--- config.mk ---
export PLATFORM = sky130hd
export DESIGN_NAME = sec_rtc
export DESIGN_NICKNAME = d
export VERILOG_FILES = /design/src/rtl/sec_rtc_pkg.sv /design/src/rtl/sec_rtc_prescaler.sv /design/src/rtl/sec_rtc_counter.sv /design/src/rtl/sec_rtc_alarm.sv /design/src/rtl/sec_rtc.sv
export SDC_FILE = /design/constraint.sdc
export NUM_CORES = 1
export LEC_CHECK = 0
export ABC_AREA = 1
export ABC_CLOCK_PERIOD_IN_PS = 1900
export CORE_MARGIN = 5
export CORE_UTILIZATION = 32
export DETAILED_ROUTE_END_ITERATION = 10
export GPL_TIMING_DRIVEN = 0
export MAX_ROUTING_LAYER = met4
export PLACE_DENSITY_LB_ADDON = 0.25
export SLEW_MARGIN = 20
export SYNTH_ARGS = -nofsm -noshare
export SYNTH_HDL_FRONTEND = slang
export SYNTH_SLANG_ARGS = --single-unit
--- constraint.sdc ---
create_clock -name clk -period 1.9 [get_ports clk]
set_input_delay 0.38 -clock clk [delete_from_list [all_inputs] [get_ports clk]]
set_output_delay 0.38 -clock clk [all_outputs]
set_load 0.05 [all_outputs]
--- src/rtl/sec_rtc_pkg.sv ---
package sec_rtc_pkg;

    localparam int REG_W  = 32;
    localparam int HALF_W = 16;

    localparam logic [31:0] OFS_CTRL  = 32'h40;
    localparam logic [31:0] OFS_NOW   = 32'h44;
    localparam logic [31:0] OFS_DIV   = 32'h48;
    localparam logic [31:0] OFS_TSET  = 32'h4C;
    localparam logic [31:0] OFS_ALARM = 32'h50;
    localparam logic [31:0] OFS_USER  = 32'h54;
    localparam logic [31:0] OFS_RREC  = 32'h58;
    localparam logic [31:0] OFS_CHG   = 32'h5C;
    localparam logic [31:0] OFS_TRIM  = 32'h60;

    // bit5 .. bit0
    typedef struct packed {
        logic freeze;
        logic keep;
        logic osc_rst;
        logic late_en;
        logic wake_en;
        logic alarm_en;
    } ctrl_t;

    // bit3 .. bit0
    typedef struct packed {
        logic [1:0] rsel;
        logic       no_diode;
        logic       en;
    } chg_t;

    typedef enum logic [3:0] {
        SEL_NONE, SEL_CTRL, SEL_NOW, SEL_DIV, SEL_TSET,
        SEL_ALARM, SEL_USER, SEL_RREC, SEL_CHG, SEL_TRIM
    } reg_sel_e;

    function automatic reg_sel_e decode_ofs(input logic [31:0] a);
        case (a)
            OFS_CTRL:  return SEL_CTRL;
            OFS_NOW:   return SEL_NOW;
            OFS_DIV:   return SEL_DIV;
            OFS_TSET:  return SEL_TSET;
            OFS_ALARM: return SEL_ALARM;
            OFS_USER:  return SEL_USER;
            OFS_RREC:  return SEL_RREC;
            OFS_CHG:   return SEL_CHG;
            OFS_TRIM:  return SEL_TRIM;
            default:   return SEL_NONE;
        endcase
    endfunction

    // low half takes new data only where the high half of the word has a 1
    function automatic logic [HALF_W-1:0] mask_merge(input logic [HALF_W-1:0] old_v,
                                                     input logic [REG_W-1:0]  wd);
        return (old_v & ~wd[REG_W-1:HALF_W]) | (wd[HALF_W-1:0] & wd[REG_W-1:HALF_W]);
    endfunction

endpackage

--- src/rtl/sec_rtc_prescaler.sv ---
module sec_rtc_prescaler #(
    parameter int DIV_W = 16
) (
    input  logic             clk,
    input  logic             clr,
    input  logic             tick_en,
    input  logic [DIV_W-1:0] div_val,
    output logic             sec_pulse
);
    logic [DIV_W-1:0] pre_q;
    logic             at_end;

    assign at_end    = (pre_q >= div_val);
    assign sec_pulse = tick_en && !clr && at_end;

    always_ff @(posedge clk) begin
        if (clr) begin
            pre_q <= '0;
        end else if (tick_en) begin
            pre_q <= at_end ? '0 : pre_q + 1'b1;
        end
    end
endmodule

--- src/rtl/sec_rtc_counter.sv ---
module sec_rtc_counter #(
    parameter int CNT_W = 32
) (
    input  logic             clk,
    input  logic             por,
    input  logic             wipe,
    input  logic             hold,
    input  logic             load,
    input  logic [CNT_W-1:0] load_val,
    input  logic             inc,
    output logic [CNT_W-1:0] cnt
);
    always_ff @(posedge clk) begin
        if (por || wipe) begin
            cnt <= '0;
        end else if (hold) begin
            cnt <= cnt;
        end else if (load) begin
            cnt <= load_val;
        end else if (inc) begin
            cnt <= cnt + 1'b1;
        end
    end
endmodule

--- src/rtl/sec_rtc_alarm.sv ---
module sec_rtc_alarm #(
    parameter int CNT_W = 32
) (
    input  logic             clk,
    input  logic             clr,
    input  logic [CNT_W-1:0] cnt,
    input  logic [CNT_W-1:0] alarm,
    input  logic             alarm_en,
    input  logic             late_en,
    input  logic             wake_en,
    output logic             irq,
    output logic             wake
);
    logic armed, match, late_hit, event_now;
    logic armed_q, match_q;

    assign armed     = alarm_en && (alarm != '0);
    assign match     = armed && (cnt == alarm);
    assign late_hit  = armed && !armed_q && late_en && (cnt > alarm);
    assign event_now = (match && !match_q) || late_hit;

    always_ff @(posedge clk) begin
        if (clr) begin
            armed_q <= 1'b0;
            match_q <= 1'b0;
            irq     <= 1'b0;
            wake    <= 1'b0;
        end else begin
            armed_q <= armed;
            match_q <= match;
            irq     <= event_now;
            wake    <= event_now && wake_en;
        end
    end
endmodule

--- src/rtl/sec_rtc.sv ---
module sec_rtc
    import sec_rtc_pkg::*;
#(
    parameter int ADDR_W    = 8,
    parameter int CNT_W     = 32,
    parameter int DIV_W     = 16,
    parameter int DIV_RESET = 32767
) (
    input  logic              clk,
    input  logic              por_rst,
    input  logic              sys_rst,
    input  logic              tick_en,
    input  logic [ADDR_W-1:0] bus_addr,
    input  logic              bus_we,
    input  logic [31:0]       bus_wdata,
    output logic [31:0]       bus_rdata,
    output logic              alarm_irq,
    output logic              alarm_wake,
    output logic              chg_en,
    output logic              chg_no_diode,
    output logic [1:0]        chg_rsel
);
    localparam int CTRL_W = $bits(ctrl_t);
    localparam int CHG_W  = $bits(chg_t);
    localparam logic [DIV_W-1:0] DIV_INIT = DIV_W'(DIV_RESET);

    reg_sel_e          sel;
    logic              wr_ok;
    ctrl_t             ctrl_q;
    chg_t              chg_q;
    logic [DIV_W-1:0]  div_q;
    logic [CNT_W-1:0]  alarm_q;
    logic [CNT_W-1:0]  cnt_q;
    logic [31:0]       user_q;
    logic [31:0]       trim_q;
    logic              rec_q;
    logic [HALF_W-1:0] ctrl_merged;
    logic [HALF_W-1:0] chg_merged;
    logic              sec_pulse;
    logic              clr_all;

    assign sel     = decode_ofs(32'(bus_addr));
    assign wr_ok   = bus_we && !sys_rst;
    assign clr_all = por_rst || sys_rst;

    always_comb begin
        ctrl_merged = mask_merge({{(HALF_W-CTRL_W){1'b0}}, ctrl_q}, bus_wdata);
        chg_merged  = mask_merge({{(HALF_W-CHG_W){1'b0}}, chg_q}, bus_wdata);
    end

    always_ff @(posedge clk) begin
        if (por_rst) begin
            ctrl_q  <= '0;
            chg_q   <= '0;
            div_q   <= DIV_INIT;
            alarm_q <= '0;
            user_q  <= '0;
            trim_q  <= '0;
            rec_q   <= 1'b0;
        end else begin
            if (sys_rst && !ctrl_q.keep) begin
                alarm_q <= '0;
                user_q  <= '0;
            end
            if (sys_rst && ctrl_q.keep) begin
                rec_q <= 1'b1;
            end else if (wr_ok && sel == SEL_RREC && bus_wdata[0]) begin
                rec_q <= 1'b0;
            end
            if (wr_ok) begin
                case (sel)
                    SEL_CTRL:  ctrl_q  <= ctrl_t'(ctrl_merged[CTRL_W-1:0]);
                    SEL_CHG:   chg_q   <= chg_t'(chg_merged[CHG_W-1:0]);
                    SEL_DIV:   div_q   <= bus_wdata[DIV_W-1:0];
                    SEL_ALARM: alarm_q <= bus_wdata[CNT_W-1:0];
                    SEL_USER:  user_q  <= bus_wdata;
                    SEL_TRIM:  trim_q  <= bus_wdata;
                    default:   ;
                endcase
            end
        end
    end

    sec_rtc_prescaler #(.DIV_W(DIV_W)) presc_i (
        .clk      (clk),
        .clr      (clr_all),
        .tick_en  (tick_en),
        .div_val  (div_q),
        .sec_pulse(sec_pulse)
    );

    sec_rtc_counter #(.CNT_W(CNT_W)) count_i (
        .clk     (clk),
        .por     (por_rst),
        .wipe    (sys_rst && !ctrl_q.keep),
        .hold    (sys_rst),
        .load    (wr_ok && sel == SEL_TSET),
        .load_val(bus_wdata[CNT_W-1:0]),
        .inc     (sec_pulse && !ctrl_q.freeze),
        .cnt     (cnt_q)
    );

    sec_rtc_alarm #(.CNT_W(CNT_W)) alarm_i (
        .clk     (clk),
        .clr     (clr_all),
        .cnt     (cnt_q),
        .alarm   (alarm_q),
        .alarm_en(ctrl_q.alarm_en),
        .late_en (ctrl_q.late_en),
        .wake_en (ctrl_q.wake_en),
        .irq     (alarm_irq),
        .wake    (alarm_wake)
    );

    always_comb begin
        case (sel)
            SEL_CTRL:  bus_rdata = {{(32-CTRL_W){1'b0}}, ctrl_q};
            SEL_NOW:   bus_rdata = 32'(cnt_q);
            SEL_DIV:   bus_rdata = 32'(div_q);
            SEL_ALARM: bus_rdata = 32'(alarm_q);
            SEL_USER:  bus_rdata = user_q;
            SEL_RREC:  bus_rdata = {31'b0, rec_q};
            SEL_CHG:   bus_rdata = {{(32-CHG_W){1'b0}}, chg_q};
            SEL_TRIM:  bus_rdata = trim_q;
            default:   bus_rdata = '0;
        endcase
    end

    assign chg_en       = chg_q.en;
    assign chg_no_diode = chg_q.no_diode;
    assign chg_rsel     = chg_q.rsel;
endmodule

==> flow_metrics.env, run 1 <==
export IMPL_gp_congestion=0.988
export IMPL_netlist_area_um2=11300
export IMPL_finalSetupViolations=72
export IMPL_hold_depth=3
export IMPL_worst_slew_pin_slew_ns=0.758
export IMPL_critPathMaxStageDelay_ns=0.22
export IMPL_synth_area_leaders="dfxtp_1, nand2_1, nand3_1, a21oi_1, inv_1"
export IMPL_syn_nets=1901
export IMPL_violations="negative setup slack"
export IMPL_yosysTopAreaCellShare_pct=31.1
export IMPL_overflow=0
export IMPL_insertion_delay_ns=0.45
export IMPL_synth_seq_cells=175
export IMPL_slew_viol_final=0
export IMPL_remaining_drc_errors=0
export IMPL_rsz0062_at_grt="yes"
export IMPL_fin_area_um2=14900
export IMPL_reg2reg_to="count_i.cnt[3]"
export IMPL_setup_ws_ns=-0.506
export IMPL_finalPower_mw=8.17
export IMPL_crit_slowest_cell="buf_6"
export IMPL_cp_startpoint="bus_addr[1]"
export IMPL_met3_usage_pct=3.31
export IMPL_wl_per_cell_um=20.5
export IMPL_antenna_found_initial=0
export IMPL_netlist_instances=1806
export IMPL_die_h_um=198
export IMPL_start_util_pct=32.5
export IMPL_p_per_area_nw_per_um2=548
export IMPL_grt_busiest_layer="met2"
export IMPL_fp_row_count=68
export IMPL_dp_hpwl_mm=36.5
export IMPL_yosys_warnings=0
export IMPL_firstDrtPassIters=5
export IMPL_hp_class="in2reg"
export IMPL_fmax_ghz=0.416
export IMPL_grt_util_met1_pct=32.8
export IMPL_max_cap_violations=0
export IMPL_die_area_um2=39000
export IMPL_p_leak_nw=6.09
export IMPL_min_period_ns=2.41
export IMPL_h_tree_depth=4
export IMPL_netSwitchingFraction_pct=27.0
export IMPL_path_max_fanout=10
export IMPL_holdBufCountCts=0
export IMPL_clkTransAtPathRegs_ns=0.07
export IMPL_required_ns=1.52
export IMPL_cp_start_kind="input pin"
export IMPL_period_share_pct=127
export IMPL_finalNetCount=2040
export IMPL_cts_root_buf="clkbuf_16"
export IMPL_crit_family="buffers and inverters"
export IMPL_core_um2=34600
export IMPL_diodes=0
export IMPL_seq_area_frac_synth_pct=31.1
export IMPL_grt_pass1_vias=12199
export IMPL_final_cell_mix="nand2_1, nand3_1, inv_1, a21oi_1, nor2_1"
export IMPL_drive_gt1_share_pct=22.0
export IMPL_vias_per_cell=5.51
export IMPL_gr_usage_met2_pct=39.3
export IMPL_seq_power_share_pct=44.9
export IMPL_synth_area_leader_cell="dfxtp_1"
export IMPL_portBuffers=81
export IMPL_path_buf_inv=6
export IMPL_hp_start="tick_en"
export IMPL_numCtsBuffers=17
export IMPL_power_switching_mw=2.21
export IMPL_path_cells="clkbuf_2 -> inv_4 -> nand2_4 -> nor3_4 -> nand2_2 -> buf_6 -> nand4_1 -> nor2_4 -> buf_12 -> buf_6 -> nand3_2 -> nand4_1 -> buf_6"
export IMPL_status="complete, but fails checks"
export IMPL_cp_arrival_ns=2.03
export IMPL_finClkSkew_ns=0.0120
export IMPL_cts_buffer_depth=2
export IMPL_io_pins=83
export IMPL_place_area_um2=12700
export IMPL_reg2reg_from="div_q[15]"
export IMPL_grt_pass1_wl_mm=72.6
export IMPL_wirelength_mm=49.6
export IMPL_synth_cell_types=41
export IMPL_final_common_cell="nand2_1"
export IMPL_cts_tree="yes"
export IMPL_p_clk_share_pct=47.7
export IMPL_final_hold_violation_count=0
export IMPL_rr_worst_depth=11
export IMPL_die_w_um=198
export IMPL_drtIter0Drc=1415
export IMPL_relSlewSlack_pct=49.3
export IMPL_endpoint_kind="output port"
export IMPL_vias=13293
export IMPL_syn_avg_cell_area_um2=6.24
export IMPL_p_int_mw=5.97
export IMPL_clkSinkCount=175
export IMPL_holdPathEnd="presc_i.pre_q[0]"
export IMPL_r2r_slack_ns=-0.11
export IMPL_areaGrowthSynthToFinish_pct=32.5
export IMPL_ir_drop_mv=0.604
export IMPL_grt_max_degree=17
export IMPL_crit_type="in2out"
export IMPL_grt_total_usage_pct=24.7
export IMPL_crit_top_cell="buf_6"
export IMPL_comb_power_share_pct=7.5
export IMPL_drtAntennaViolNets=0
-- cell usage after synthesis, drive strengths merged --
cell type,count
nand2,455
a211o,1
nand4,44
a21o,1
and3,1
nand3,256
or2,2
nor4,1
inv,192
xor2,5
o211ai,5
xnor2,4
a211oi,18
o21a,2
clkbuf,45
nor3,14
nand3b,1
o21bai,1
o22ai,8
a31oi,6
ha,50
o21ai,126
nor2,165
dfxtp,175
a21oi,168
buf,60
-- tightest hold or removal path: cells and delay by family --
| family | cells | cell delay (ns) |
|---|---|---|
| buffers and inverters | 1 | 0.21 |
| AND/OR/NAND/NOR | 1 | 0.12 |
| AO/OA/AOI/OAI | 1 | 0.05 |
-- registers in the layout (all words and copies together) (netlist names), named ones only --
name             flops
alarm_i.armed_q      1
alarm_i.irq          1
alarm_i.match_q      1
alarm_i.wake         1
alarm_q             32
count_i.cnt         32
div_q               16
presc_i.pre_q       16
rec_q                1
trim_q              32
user_q              32
-- power groups by stage --
stage	clock network, mW	logic [mW]	registers, mW
3_3_place_gp	0	0.538	3.76
4_1_cts	3.89	0.549	3.67
2_1_floorplan	0	0.219	3.76
5_1_grt	4.05	0.634	3.67
6_report	3.90	0.611	3.67
3_5_place_dp	0	0.538	3.76
-- how the worst max path moves through the flow --
| stage | slack, ns | endpoint | cells after the start |
|---|---|---|---|
| floorplan | -0.21 | bus_rdata[11] | 6 |
| global placement | -2.07 | bus_rdata[15] | 14 |
| detailed placement | -2.11 | bus_rdata[15] | 14 |
| CTS | -0.75 | bus_rdata[12] | 15 |
| global route | -0.56 | bus_rdata[14] | 13 |
| finish | -0.51 | bus_rdata[22] | 13 |
-- cell type report --
cell class / count / area (um2)
plain buffers: 105 / 712
repair buffers: 118 / 1280
well taps: 455 / 569
clock buffers: 18 / 439
flip-flops and latches: 175 / 3560
clock inverters: 14 / 181
multi-input cells: 1336 / 7430
fillers: 3598 / 19700
inverters: 192 / 756
-- kinds of logic (layout without fill, tap and decap cells) --
group                      after synthesis  after routing  share of synthesized area [%]
xor gates and xnor gates                 9              9                          0.700
DFF                                    175            175                           31.1
AOI/OAI and AO/OA                      336            336                           15.9
adders and majority gates               50             50                           5.55
buffers and inverters                  297            447                           10.7
and+or+nand+nor                        939            941                           36.1
-- timing repair --
action	4_1_cts	5_1_grt
gates cloned	1	10
endpoints found under the setup margin	125	144
buffers inserted	13	22
pin swaps	13	54
resized for setup	315	302
-- metrics by stage --
step | setup WS (ns) | hold WS, ns | cells | setup TNS, ns | utilization (%)
final | -0.506 | 0.354 | 2413 | -15.76 | 43.1
after global routing | -0.561 | 0.353 | 2413 | -22.07 | 43.1
after CTS | -0.747 | 0.464 | 2388 | -41.12 | 39.6
after detailed placement | -2.11 | 0.450 | 2342 | -137.75 | 36.7
after global placement | -2.07 | 0.446 | 2342 | -134.67 | 36.7
after floorplan | -0.209 | 0.428 | 1806 | -6.14 | -
-- routing by layer --
| layer | wire (um) | share of wire, % |
|---|---|---|
| met1 | 21400 | 43 |
| met3 | 3550 | 7.2 |
| met2 | 22800 | 46 |
| met5 | 0 | 0 |
| met4 | 1830 | 3.7 |
Power figures use the tool's default switching activity.
==> run 2, diff against run 1 <==
--- a/config.mk
+++ b/config.mk
@@ -17,3 +17,4 @@
 export SYNTH_ARGS = -nofsm -noshare
 export SYNTH_HDL_FRONTEND = slang
 export SYNTH_SLANG_ARGS = --single-unit
+export TNS_END_PERCENT = 10
==> run 2 against run 1 <==
  * The run still ends with negative setup slack left
  * Register-to-register slack better by 0.07 ns
  * Setup slack worse by 0.091 ns
  * Flip-flop and latch count did not move
  * Global-route usage grew 0.78 points
  * Maximum frequency shrank 3.7%
  * Final cell count down 0.25%
  * Critical path type unchanged
  * Highest routed layer unchanged
==> flow_metrics.env, run 2 (same netlist as run 1, synthesis figures left out) <==
export IMPL_status="complete, but fails checks"
export IMPL_violations="negative setup slack"
export IMPL_reg2reg_from="presc_i.pre_q[0]"
export IMPL_numCtsBuffers=17
export IMPL_endpoint_kind="output port"
export IMPL_start_util_pct=32.5
export IMPL_path_cells="buf_12 -> inv_16 -> nand2_8 -> inv_4 -> nand3_2 -> inv_4 -> nand2_4 -> buf_8 -> buf_6 -> nand3_4 -> nor2_4 -> buf_6 -> buf_8 -> nand3_2 -> nand4_1 -> buf_6"
export IMPL_reg2reg_to="count_i.cnt[28]"
export IMPL_multi_input_area_um2=6900
export IMPL_grt_max_degree=17
export IMPL_finClkSkew_ns=0.0163
export IMPL_required_ns=1.52
export IMPL_cp_start_kind="input pin"
export IMPL_min_period_ns=2.50
export IMPL_netSwitchingFraction_pct=27.1
export IMPL_final_common_cell="nand2_1"
export IMPL_p_int_mw=5.79
export IMPL_place_area_um2=12700
export IMPL_insertion_delay_ns=0.46
export IMPL_slew_viol_final=0
export IMPL_final_cell_mix="nand2_1, nand3_1, inv_1, a21oi_1, dfxtp_1"
export IMPL_gp_congestion=0.977
export IMPL_critPathMaxStageDelay_ns=0.26
export IMPL_worst_slew_pin_slew_ns=0.859
export IMPL_remaining_drc_errors=0
export IMPL_crit_slowest_cell="nor2_4"
export IMPL_cts_tree="yes"
export IMPL_crit_family="buffers and inverters"
export IMPL_io_pins=83
export IMPL_max_cap_violations=0
export IMPL_overflow=0
export IMPL_cts_buffer_depth=2
export IMPL_seq_power_share_pct=46.2
export IMPL_areaGrowthSynthToFinish_pct=25.9
export IMPL_power_switching_mw=2.15
export IMPL_holdPathEnd="trim_q[7]"
export IMPL_firstDrtPassIters=6
export IMPL_cp_arrival_ns=2.12
export IMPL_fillers=3630
export IMPL_fmax_ghz=0.400
export IMPL_final_util_pct=40.9
export IMPL_vias_per_cell=5.45
export IMPL_rsz0062_at_grt="yes"
export IMPL_clkSinkCount=175
export IMPL_portBuffers=81
export IMPL_cts_root_buf="clkbuf_16"
export IMPL_die_w_um=198
export IMPL_finalSetupTns_ns=-24.52
export IMPL_grt_total_usage_pct=25.5
export IMPL_diodes=0
export IMPL_fp_row_count=68
export IMPL_p_per_area_nw_per_um2=560
export IMPL_h_tree_depth=4
export IMPL_wirelength_mm=48.8
export IMPL_antenna_found_initial=0
export IMPL_relSlewSlack_pct=42.8
export IMPL_core_um2=34600
export IMPL_holdWs_ns=0.463
export IMPL_grt_pass1_vias=12502
export IMPL_p_clk_share_pct=46.2
export IMPL_dp_hpwl_mm=37.0
export IMPL_die_area_um2=39000
export IMPL_crit_top_cell="buf_6"
export IMPL_drtAntennaViolNets=0
export IMPL_fin_area_um2=14200
export IMPL_ir_drop_mv=0.666
export IMPL_drive_gt1_share_pct=14.9
export IMPL_grt_pass1_wl_mm=74.8
export IMPL_finalSetupViolations=74
export IMPL_hold_depth=2
export IMPL_rr_worst_depth=15
export IMPL_r2r_slack_ns=-0.04
export IMPL_setup_ws_ns=-0.597
export IMPL_p_leak_nw=5.80
export IMPL_path_max_fanout=5
export IMPL_path_buf_inv=9
export IMPL_crit_type="in2out"
export IMPL_finalPower_mw=7.94
export IMPL_comb_power_share_pct=7.6
export IMPL_final_hold_violation_count=0
export IMPL_finalNetCount=2034
export IMPL_die_h_um=198
export IMPL_clkTransAtPathRegs_ns=0.07
export IMPL_hp_class="reg2reg"
export IMPL_drtIter0Drc=1326
export IMPL_vias=13128
export IMPL_wl_per_cell_um=20.3
export IMPL_hp_start="trim_q[7]"
export IMPL_regArea_um2=3520
export IMPL_period_share_pct=131
[run 2: worst max path at each step]
stage / from / to / slack [ns] / cells after the start
4_1_cts: bus_addr[7] / bus_rdata[13] / -0.55 / 15
3_5_place_dp: bus_addr[7] / bus_rdata[13] / -2.15 / 14
3_3_place_gp: bus_addr[7] / bus_rdata[13] / -2.09 / 14
6_report: bus_addr[7] / bus_rdata[6] / -0.60 / 16
5_1_grt: bus_addr[7] / bus_rdata[18] / -0.60 / 15
2_1_floorplan: bus_addr[7] / bus_rdata[11] / -0.21 / 6
[run 2: repair_timing]
action | CTS | global route
setup buffers | 30 | 0
hold buffers | 0 | 0
cloned | 4 | 1
endpoints found under the setup margin | 118 | 137
resized for setup | 385 | 58
pin swaps | 25 | 11
[run 2: layer usage]
layer | wire (um) | up-vias | GRT usage [%]
li1 | - | 6236 | -
met1 | 21300 | 6227 | 34.0
met2 | 22000 | 560 | 39.3
met3 | 3500 | 105 | 3.38
met4 | 2000 | 0 | 10.3
met5 | 0 | - | -
[run 2: final cells by class]
class	instances	area share [%]
Multi-Input combinational cell	1334	48.7
Sequential cell	175	24.9
Timing Repair Buffer	114	8.40
Inverter	192	5.31
Buffer	105	4.59
Tap cell	455	4.02
Clock buffer	21	3.39
Clock inverter	11	0.741
[run 2: power by group through the flow]
| stage | clock (mW) | sequential (mW) | combinational [mW] |
|---|---|---|---|
| after floorplan | 0 | 3.76 | 0.219 |
| after global placement | 0 | 3.76 | 0.540 |
| after detailed placement | 0 | 3.76 | 0.537 |
| after CTS | 3.68 | 3.67 | 0.576 |
| after global routing | 3.83 | 3.67 | 0.626 |
| final | 3.67 | 3.67 | 0.604 |
[run 2: through the flow]
stage          std cells  setup slack [ns]
4_1_cts             2406            -0.547
3_5_place_dp        2342             -2.15
2_1_floorplan       1806            -0.209
3_3_place_gp        2342             -2.09
6_report            2407            -0.597
5_1_grt             2407            -0.601
[run 2: worst min-delay path, cell delays in order (launching register included)]
cell      delay [ns]
dfxtp_1         0.30
inv_1           0.05
a211oi_1        0.06
